### src/rtl/sbuf_pkg.sv
package sbuf_pkg;
  // Width of an index able to name one of n ports (at least one bit).
  function automatic int sel_width(input int n);
    return (n > 1) ? $clog2(n) : 1;
  endfunction
  // Width of a counter able to hold the value n.
  function automatic int cnt_width(input int n);
    return $clog2(n + 1);
  endfunction
endpackage

### src/rtl/sbuf_prio_pick.sv
module sbuf_prio_pick #(
  parameter int N = 4
) (
  input  logic [N-1:0] req,
  output logic [N-1:0] gnt_oh,
  output logic         any
);
  // Lowest-numbered request wins; a carry chain of "already granted".
  logic [N:0] taken;
  assign taken[0] = 1'b0;
  for (genvar p = 0; p < N; p++) begin : g_chain
    assign gnt_oh[p]    = req[p] & ~taken[p];
    assign taken[p + 1] = taken[p] | req[p];
  end
  assign any = taken[N];
endmodule

### src/rtl/sbuf_fifo.sv
module sbuf_fifo #(
  parameter int W     = 16,
  parameter int DEPTH = 4
) (
  input  logic                                 clk,
  input  logic                                 rst_n,
  input  logic                                 push,
  input  logic [W-1:0]                         push_data,
  input  logic                                 pop,
  output logic [W-1:0]                         head,
  output logic [sbuf_pkg::cnt_width(DEPTH)-1:0] count,
  output logic                                 full,
  output logic                                 empty
);
  localparam int AW = sbuf_pkg::sel_width(DEPTH);
  localparam int CW = sbuf_pkg::cnt_width(DEPTH);

  logic [W-1:0]  mem [DEPTH];
  logic [AW-1:0] rd_q, rd_d, wr_q, wr_d;
  logic [CW-1:0] cnt_q, cnt_d;

  function automatic logic [AW-1:0] bump(input logic [AW-1:0] ptr);
    return (ptr == AW'(DEPTH - 1)) ? '0 : ptr + AW'(1);
  endfunction

  always_comb begin
    rd_d  = pop  ? bump(rd_q) : rd_q;
    wr_d  = push ? bump(wr_q) : wr_q;
    cnt_d = cnt_q;
    if (push && !pop)      cnt_d = cnt_q + CW'(1);
    else if (pop && !push) cnt_d = cnt_q - CW'(1);
  end

  always_ff @(posedge clk or negedge rst_n) begin
    if (!rst_n) begin
      rd_q  <= '0;
      wr_q  <= '0;
      cnt_q <= '0;
    end else begin
      rd_q  <= rd_d;
      wr_q  <= wr_d;
      cnt_q <= cnt_d;
    end
  end

  // Storage: no reset, written only under the push enable.
  always_ff @(posedge clk) begin
    if (push) mem[wr_q] <= push_data;
  end

  assign head  = mem[rd_q];
  assign count = cnt_q;
  assign full  = (cnt_q == CW'(DEPTH));
  assign empty = (cnt_q == '0);
endmodule

### src/rtl/sbuf_wait_timer.sv
module sbuf_wait_timer #(
  parameter int CTHRESH = 2
) (
  input  logic                                  clk,
  input  logic                                  rst_n,
  input  logic                                  have_head,
  input  logic                                  head_left,
  output logic                                  expired,
  output logic [sbuf_pkg::cnt_width(CTHRESH)-1:0] wait_cnt
);
  localparam int TW = sbuf_pkg::cnt_width(CTHRESH);

  logic [TW-1:0] cnt_q, cnt_d;

  assign expired = (cnt_q == TW'(CTHRESH));

  always_comb begin
    cnt_d = cnt_q;
    if (!have_head || head_left) cnt_d = '0;
    else if (!expired)           cnt_d = cnt_q + TW'(1);
  end

  always_ff @(posedge clk or negedge rst_n) begin
    if (!rst_n) cnt_q <= '0;
    else        cnt_q <= cnt_d;
  end

  assign wait_cnt = cnt_q;
endmodule

### src/rtl/defl_side_buf.sv
module defl_side_buf #(
  parameter int N       = 4,
  parameter int W       = 16,
  parameter int DEPTH   = 4,
  parameter int CTHRESH = 2,
  localparam int SELW   = sbuf_pkg::sel_width(N)
) (
  input  logic            clk,
  input  logic            rst_n,
  input  logic [N-1:0]    arb_vld_i,
  input  logic [N*W-1:0]  arb_flit_i,
  input  logic [N-1:0]    arb_defl_i,
  input  logic [N-1:0]    arb_gold_i,
  output logic [N-1:0]    arb_vld_o,
  input  logic [N-1:0]    inj_vld_i,
  input  logic [N*W-1:0]  inj_flit_i,
  input  logic [N-1:0]    inj_gold_i,
  input  logic [SELW-1:0] rnd_i,
  output logic [N-1:0]    inj_vld_o,
  output logic [N*W-1:0]  inj_flit_o
);
  localparam int CW = sbuf_pkg::cnt_width(DEPTH);
  localparam int TW = sbuf_pkg::cnt_width(CTHRESH);

  // Arbitration side: candidates for capture.
  logic [N-1:0] cap_req, cap_oh;
  logic         cap_any, cap_en;
  assign cap_req = arb_vld_i & arb_defl_i & ~arb_gold_i;

  sbuf_prio_pick #(.N(N)) cap_pick_i (.req(cap_req), .gnt_oh(cap_oh), .any(cap_any));

  // Injection side: empty slots.
  logic [N-1:0] hole_oh;
  logic         hole_any;
  sbuf_prio_pick #(.N(N)) hole_pick_i (.req(~inj_vld_i), .gnt_oh(hole_oh), .any(hole_any));

  // Forced swap target from the random index.
  logic [N-1:0] force_oh;
  for (genvar p = 0; p < N; p++) begin : g_force
    assign force_oh[p] = (rnd_i == SELW'(p));
  end

  logic [W-1:0]  head;
  logic [CW-1:0] cnt;
  logic          full, empty;
  logic          expired;
  logic [TW-1:0] wait_cnt;
  logic          reinj, force_ok, pop, push;
  logic [W-1:0]  push_data, cap_flit, force_flit;

  always_comb begin
    cap_flit   = '0;
    force_flit = '0;
    for (int p = 0; p < N; p++) begin
      if (cap_oh[p])   cap_flit   = cap_flit   | arb_flit_i[p*W +: W];
      if (force_oh[p]) force_flit = force_flit | inj_flit_i[p*W +: W];
    end
  end

  always_comb begin
    reinj     = !empty && hole_any;
    force_ok  = !empty && !hole_any && expired &&
                (|(force_oh & inj_vld_i & ~inj_gold_i));
    pop       = reinj || force_ok;
    cap_en    = cap_any && !full && !force_ok;
    push      = cap_en || force_ok;
    push_data = force_ok ? force_flit : cap_flit;
  end

  sbuf_fifo #(.W(W), .DEPTH(DEPTH)) fifo_i (
    .clk      (clk),
    .rst_n    (rst_n),
    .push     (push),
    .push_data(push_data),
    .pop      (pop),
    .head     (head),
    .count    (cnt),
    .full     (full),
    .empty    (empty)
  );

  sbuf_wait_timer #(.CTHRESH(CTHRESH)) timer_i (
    .clk      (clk),
    .rst_n    (rst_n),
    .have_head(!empty),
    .head_left(pop),
    .expired  (expired),
    .wait_cnt (wait_cnt)
  );

  assign arb_vld_o = arb_vld_i & ~(cap_en ? cap_oh : '0);

  always_comb begin
    inj_vld_o  = inj_vld_i;
    inj_flit_o = inj_flit_i;
    for (int p = 0; p < N; p++) begin
      if ((reinj && hole_oh[p]) || (force_ok && force_oh[p])) begin
        inj_vld_o[p]          = 1'b1;
        inj_flit_o[p*W +: W]  = head;
      end
    end
  end
endmodule

### config.mk
export PLATFORM = sky130hd
export DESIGN_NAME = defl_side_buf
export DESIGN_NICKNAME = d
export VERILOG_FILES = /design/src/rtl/sbuf_pkg.sv /design/src/rtl/sbuf_prio_pick.sv /design/src/rtl/sbuf_fifo.sv /design/src/rtl/sbuf_wait_timer.sv /design/src/rtl/defl_side_buf.sv
export SDC_FILE = /design/constraint.sdc
export NUM_CORES = 1
export LEC_CHECK = 0
export ABC_AREA = 1
export BUFFER_PORTS_ARGS = -buffer_cell sky130_fd_sc_hd__buf_2
export CAP_MARGIN = 20
export CELL_PAD_IN_SITES_DETAIL_PLACEMENT = 0
export CELL_PAD_IN_SITES_GLOBAL_PLACEMENT = 1
export CORE_ASPECT_RATIO = 1.1
export CORE_UTILIZATION = 33
export DETAILED_ROUTE_END_ITERATION = 10
export HOLD_SLACK_MARGIN = 0.05
export PLACE_DENSITY = 0.85
export RECOVER_POWER = 100
export SLEW_MARGIN = 30
export SYNTH_ARGS = -nofsm -noshare
export SYNTH_HDL_FRONTEND = slang
export SYNTH_HIERARCHICAL = 1
export SYNTH_SLANG_ARGS = --single-unit
export TNS_END_PERCENT = 5
### constraint.sdc
create_clock -name clk -period 2.79 [get_ports clk]
set_input_delay 0.279 -clock clk [delete_from_list [all_inputs] [get_ports clk]]
set_output_delay 0.279 -clock clk [all_outputs]
set_load 0.01 [all_outputs]
; ---- Word level (Yosys, flattened, before mapping)
; Memories as Yosys holds them, arrays and structs flattened.
; Index checks and enable logic that the tools add are counted.
; W data, S select, Z words.
[word_totals]
ramBits = 64
regBits = 9
out_inout_bits = 72
n_memories = 1
[op_classes]
muxes = 26
n_eq_ne = 8
bitwise_logic = 33
reduce_logical = 33
addsub = 5
[memory_table]
columns = memory, words, width, rd, rd_ports_with_merged_regs, write_ports, line_no
row1 = fifo_i.mem, 4, 16, 1, 0, 1, sbuf_fifo.sv:18  ; logic [W-1:0] mem [DEPTH];
[op_table]
columns = cell, n
row1 = $mux W16, 13
row2 = $or A16 B16 Y16, 6
row3 = $and A4 B4 Y4, 5
row4 = $logic_and A1 B1 Y1, 16
row5 = $not A4 Y4, 4
row6 = $eq A2 B2 Y1 const B, 5
row7 = $mux W2, 4
row8 = $logic_or A1 B1 Y1, 7
row9 = $add A2 B1 Y2 const B, 3
row10 = $and A1 B1 Y1, 6
row11 = $logic_not A1 Y1, 6
row12 = $mux W1, 6
row13 = $mux W3, 2
row14 = $not A1 Y1, 6
row15 = $or A1 B1 Y1, 6
row16 = $mux W4, 1
row17 = $reduce_or A4 Y1, 1
row18 = $add A3 B1 Y3 const B, 1
row19 = $eq A3 B3 Y1 const B, 1
row20 = $logic_not A3 Y1, 1
row21 = $sub A3 B1 Y3 const B, 1
row22 = $eq A2 B1 Y1 const B, 1
row23 = $logic_not A2 Y1, 1
row24 = $ne A2 B1 Y1 const B, 1
row25 = $reduce_bool A2 Y1, 1

; ---- Longest topological paths before layout
[logic_depth]
ltp_word = 15
depth_mapped = 16

; ---- By module
; The synthesis kept the hierarchy.
[by_module_without_submodules]
columns = module, n_inst, cells_each, area_each_um2
row1 = sbuf_fifo, 1, 239, 2987.9
row2 = defl_side_buf, 1, 470, 2094.5
row3 = sbuf_wait_timer, 1, 14, 113.9
row4 = sbuf_prio_pick, 2, 10, 46.3

; ---- Worst setup path after synthesis
; OpenSTA, ideal clock, no wires.
[synth_timing]
path_kind = register to register
startpoint = register timer_i.cnt_q[0] (netlist: timer_i/wait_cnt[0])
endpoint = register fifo_i.cnt_q[2] (netlist: fifo_i/count[2])
path_stages_with_launch = 13
arrival_time_ns = 2.273
slack_ns = 0.400
path_cell_list = dfrtp_1 > inv_2 > ha_1 > nor3b_4 > nand2_4 > o21ai_0 > ha_1 > inv_1 > fa_1 > nand2_1 > nand3_1 > nand2_1 > nand2_1
[synth_between]
elab_chain_cells = 9
elab_cells_between_ends = 13
[synth_rtl]
columns = element, line_no
row1 = "start, declared", sbuf_wait_timer.sv:13  ; logic [TW-1:0] cnt_q, cnt_d;
row2 = "start signal, assigned", sbuf_wait_timer.sv:25  ; else cnt_q <= cnt_d;
row3 = $eq A2 B2 Y1 (*), sbuf_wait_timer.sv:15  ; assign expired = (cnt_q == TW'(CTHRESH));
row4 = net expired, defl_side_buf.sv:46  ; logic expired;
row5 = $logic_and A1 B1 Y1 (*) (2 in a row), defl_side_buf.sv:62  ; force_ok = !empty && !hole_any && expired &&
row6 = $logic_not A1 Y1, defl_side_buf.sv:65  ; cap_en = cap_any && !full && !force_ok;
row7 = $logic_and A1 B1 Y1, defl_side_buf.sv:65
row8 = $logic_or A1 B1 Y1 (*), defl_side_buf.sv:66  ; push = cap_en || force_ok;
row9 = net push, defl_side_buf.sv:48  ; logic reinj, force_ok, pop, push;
row10 = $logic_not A1 Y1, sbuf_fifo.sv:31  ; else if (pop && !push) cnt_d = cnt_q - CW'(1);
row11 = $logic_and A1 B1 Y1, sbuf_fifo.sv:31
row12 = $reduce_bool A2 Y1 (no line), --
row13 = "end signal, assigned", sbuf_fifo.sv:42  ; cnt_q <= cnt_d;
row14 = "end, declared", sbuf_fifo.sv:20  ; logic [CW-1:0] cnt_q, cnt_d;
; The timed path passes the listed nets; every way through them passes the cells marked *.
; A chain may end at the register's enable or synchronous reset.

; ---- Final worst setup path
[layout_timing]
startpoint = register timer_i.cnt_q[0] (netlist: timer_i/wait_cnt[0])
endpoint = memory fifo_i.mem[1][12], enable pin
[layout_between]
elab_chain_cells = 8
[layout_rtl]
columns = element, line_no
row1 = $eq A2 B2 Y1 (*), sbuf_wait_timer.sv:15
row2 = net expired, defl_side_buf.sv:46
row3 = $logic_and A1 B1 Y1 (*) (2 in a row), defl_side_buf.sv:62
row4 = $logic_not A1 Y1, defl_side_buf.sv:65
row5 = $logic_and A1 B1 Y1, defl_side_buf.sv:65
row6 = $logic_or A1 B1 Y1 (*), defl_side_buf.sv:66
row7 = net push, defl_side_buf.sv:48
row8 = $mux W1 (*), sbuf_fifo.sv:48  ; if (push) mem[wr_q] <= push_data;
row9 = $mux W1 (implied by the code) (*), sbuf_fifo.sv:48
row10 = "end, declared", sbuf_fifo.sv:18
; Marked as above.

==> results.txt <==
The total global routing overflow came out at 0. The via count of the first global-routing pass was 5,528; the DRC violations left was 0. For the initial antenna violation count, the log shows 1.

The final number of hold-violating endpoints was 0. The peak supply drop is 349.2 uV. Along the worst path, the maximum fanout reaches 16. During placement, the flow inserted port buffers numbering 223. The tools report the count of routing violations after the opening detailed-route iteration as 436. Counting flops with an async set or reset pin after synthesis yields a share of 12.33%. Setup repair after global routing left no endpoint under its margin. TritonCTS built the clock tree.

Across every metal layer, demand over resource in global routing totals 22.69%. The worst setup path is launched from a flop. The mean instance size in the synthesized netlist was 7.118 um2. The largest single stage delay on the critical path is 420 ps.

The class of the most critical hold timing path was primary input to async pin. The die covers 0.01654 mm2. Summed over all cells, the static leakage comes to 3.353 nW.

The critical path data arrival time was 2470 ps; the number of max-capacitance violations reported was 0. The reg-to-reg startpoint is timer_i/wait_cnt[0]$_DFFE_PN0P_. For the total length of routed wires, the log shows 18,990 um. The category of the worst setup path capture point was a flop. nand2_1 is the most common cell in the netlist.

For the number of warnings reported in the yosys synthesis log, the log shows 6. The main flop type after synthesis was edfxtp_1. The run finished with clean final reports. The clock tree synthesis step divided the H-tree into 3 levels. The cell at the slowest stage of the critical path is clkbuf_2. Setup violations remaining at the end of the flow were counted as 0.

The clock period could shrink to 2511 ps. The largest total area in the synthesized netlist belongs to edfxtp_1. The tools report the number of rows in the core area as 48. Timing startpoint of the critical path: timer_i/wait_cnt[0]$_DFFE_PN0P_. Via density per instance: 5.089.

The height of the die is 134.8 um, and the global placement routability congestion is 0.9172. The number of cells on the worst reg-to-reg path is 9. The count of flip-flops with a built-in enable after synthesis was 64; the number of nets produced by synthesis was 903. The core region is 0.01568 mm2. After detailed routing, the average wire length per cell comes to 16.28 um.

The tools report the max-slew violation count as 0. The worst max-slew margin expressed relative to the limit is 58.91%, and the number of setup buffers added after CTS is 0. The clock drives 73 sinks.

For the pin with the worst max-slew slack, the measured transition is 616.3 ps. For the total standard cell area after synthesis, the log shows 0.005289 mm2. The top cell type by area accounts for 36.34% of the synthesized area.

In this run the count of I/O pins placed on the die edge is 224. Based on the critical path, the design can be clocked at up to 398.2 MHz. Endpoint of the lowest-slack register-to-register path: fifo_i/mem[1][12]$_DFFE_PP_. Between clock sinks in the finished design, the worst skew comes to 5.575 ps. The run gives 0 as the number of antenna-violating nets in the routed design.

In this run, synthesis produced a sequential element count of 73. Number of instances in the synthesized netlist: 743. Ranked by total cell area, the synthesized netlist is headed by edfxtp_1, nand2_1, nand3_1. The final critical path takes up 90.01% of the cycle. Type of the setup path with the least slack: flop to flop. The first global-routing pass estimated 28,210 um of wire.

In this run the power density over the cells is 740.2 mW/mm2. The signal on the critical path passes through inv_1 > ha_1 > nor3b_4 > nand2_1 > o21ai_0 > clkbuf_1 > nand2_1 > inv_1 > clkbuf_2. The maximum number of buffers from clock root to sink was 2; the share of cells above drive strength 1 was 21.64%. Setup slack on the worst reg-to-reg path comes out at 280 ps.

Buffers inserted during clock tree synthesis total 9. The critical path ends at fifo_i/mem[1][12]$_DFFE_PP_. For this configuration, the core starts out at a cell density of 33.74%. The final net count came out at 1,121.

The accumulated negative setup slack was 0 ps. The width of the chip was 122.7 um. By count the netlist is led by nand2_1, nand3_1, inv_1. The post-synthesis to final-layout area growth is 28.65%. The run gives 2750 ps as the critical path required time. After synthesis, the netlist uses 28 different library cells.

The run gives 6 as the first-pass detailed-route iteration total. The post-place instance area is 0.006593 mm2, and the maximum number of pins on one net before global-route repair is 36. After clock tree synthesis, the clock-pin slew on the worst setup and hold paths is 60 ps. For the worst-skew pair, the clock arrives at the later sink with an insertion delay of 330 ps.

After routing the design area is 0.006804 mm2. Once detailed placement completed, the half-perimeter wirelength came to 14,690 um. The register area share after synthesis is 40.60%, and the total number of vias is 5,939. The clock tree root driver cell was clkbuf_16.
-- worst min path at each step --
| stage | end | cells after the start |
|---|---|---|
| after global placement | fifo_i/wr_q[0]$_DFFE_PN0P_ | 1 |
| after detailed placement | fifo_i/wr_q[0]$_DFFE_PN0P_ | 1 |
| after CTS | timer_i/wait_cnt[1]$_DFFE_PN0P_ | 2 |
| after global routing | fifo_i/count[1]$_DFFE_PN0P_ | 2 |
| final | timer_i/wait_cnt[1]$_DFFE_PN0P_ | 2 |
| after floorplan | fifo_i/count[0]$_DFFE_PN0P_ | 0 |
-- power breakdown --
| part | total, mW | internal [mW] | switching, mW |
|---|---|---|---|
| logic | 2.29 | 0.697 | 1.59 |
| clock network | 1.21 | 0.785 | 0.424 |
| registers | 1.54 | 1.45 | 0.0939 |
-- kinds of logic (layout without fill, tap and decap cells) --
kind of cell / Yosys count / in the layout / synth area share [%]
buffers and inverters: 116 / 339 / 10.15
AND/OR/NAND/NOR: 474 / 474 / 37.54
XOR/XNOR: 1 / 1 / 0.1656
AO/OA/AOI/OAI: 71 / 71 / 9.510
other: 0 / 1 / 0
flip-flops: 73 / 73 / 40.60
adder cells (fa/ha/maj): 8 / 8 / 2.034
-- layer usage --
layer | track usage (%) | wire length [um] | vias to the layer above
met4 | 7.249 | 441 | 0
met1 | 28.09 | 7759 | 2743
met2 | 39.61 | 9271 | 280
met5 | 0 | 0 | -
met3 | 3.970 | 1520 | 30
li1 | - | - | 2886
-- flip-flops by register name (all words and copies together), names as in the netlist --
name,count
fifo_i/wr_q,2
fifo_i/count,3
fifo_i/rd_q,2
fifo_i/mem,64
timer_i/wait_cnt,2
-- what timing repair did --
item	4_1_cts	5_1_grt
hold buffers	1	0
hold endpoints to repair	9	0
setup endpoints to repair	0	1
gates resized for setup	0	1
-- layout by cell type, fill, tap and decap left out, types with 4 or more instances in the layout --
cell	instances
a221oi_1	16
buf_2	156
buf_4	11
clkbuf_1	69
clkbuf_16	9
clkbuf_2	9
clkinv_1	4
dfrtp_1	9
edfxtp_1	64
ha_1	7
inv_1	71
nand2_1	349
nand2_2	5
nand3_1	76
nand4_1	17
nor2_1	16
o211ai_1	32
o21ai_0	21
-- stage by stage --
| stage | std cells | util [%] | power [mW] | hold slack, ps | worst slack, ps |
|---|---|---|---|---|---|
| 2_1_floorplan | 743 | - | 3.076 | -16.59 | 400.4 |
| 3_3_place_gp | 1149 | 42.06 | 3.861 | 155.7 | 577.5 |
| 3_5_place_dp | 1149 | 42.06 | 3.903 | 152.9 | 444.7 |
| 4_1_cts | 1166 | 44.17 | 5.120 | 339.8 | 202.6 |
| 5_1_grt | 1166 | 43.39 | 5.386 | 478.4 | 122.0 |
| 6_report | 1167 | 43.41 | 5.036 | 453.7 | 278.6 |
-- cell type report --
type / count / area (um2)
antenna: 1 / 2.502
inverter: 77 / 289.0
clock inverter: 6 / 91.34
clock buffer: 10 / 229.0
tap: 200 / 250.2
fill: 1700 / 8871
multi-input combinational: 554 / 2601
timing repair buffer: 246 / 1194
sequential: 73 / 2147
-- critical path, delay by kind of cell (launching register included) --
kind,cells,cell delay [ps]
adders and majority gates,1,210
DFF,1,380
buffers and inverters,4,890
AOI/OAI and AO/OA,1,170
and+or+nand+nor,3,480
Power figures use the tool's default switching activity.
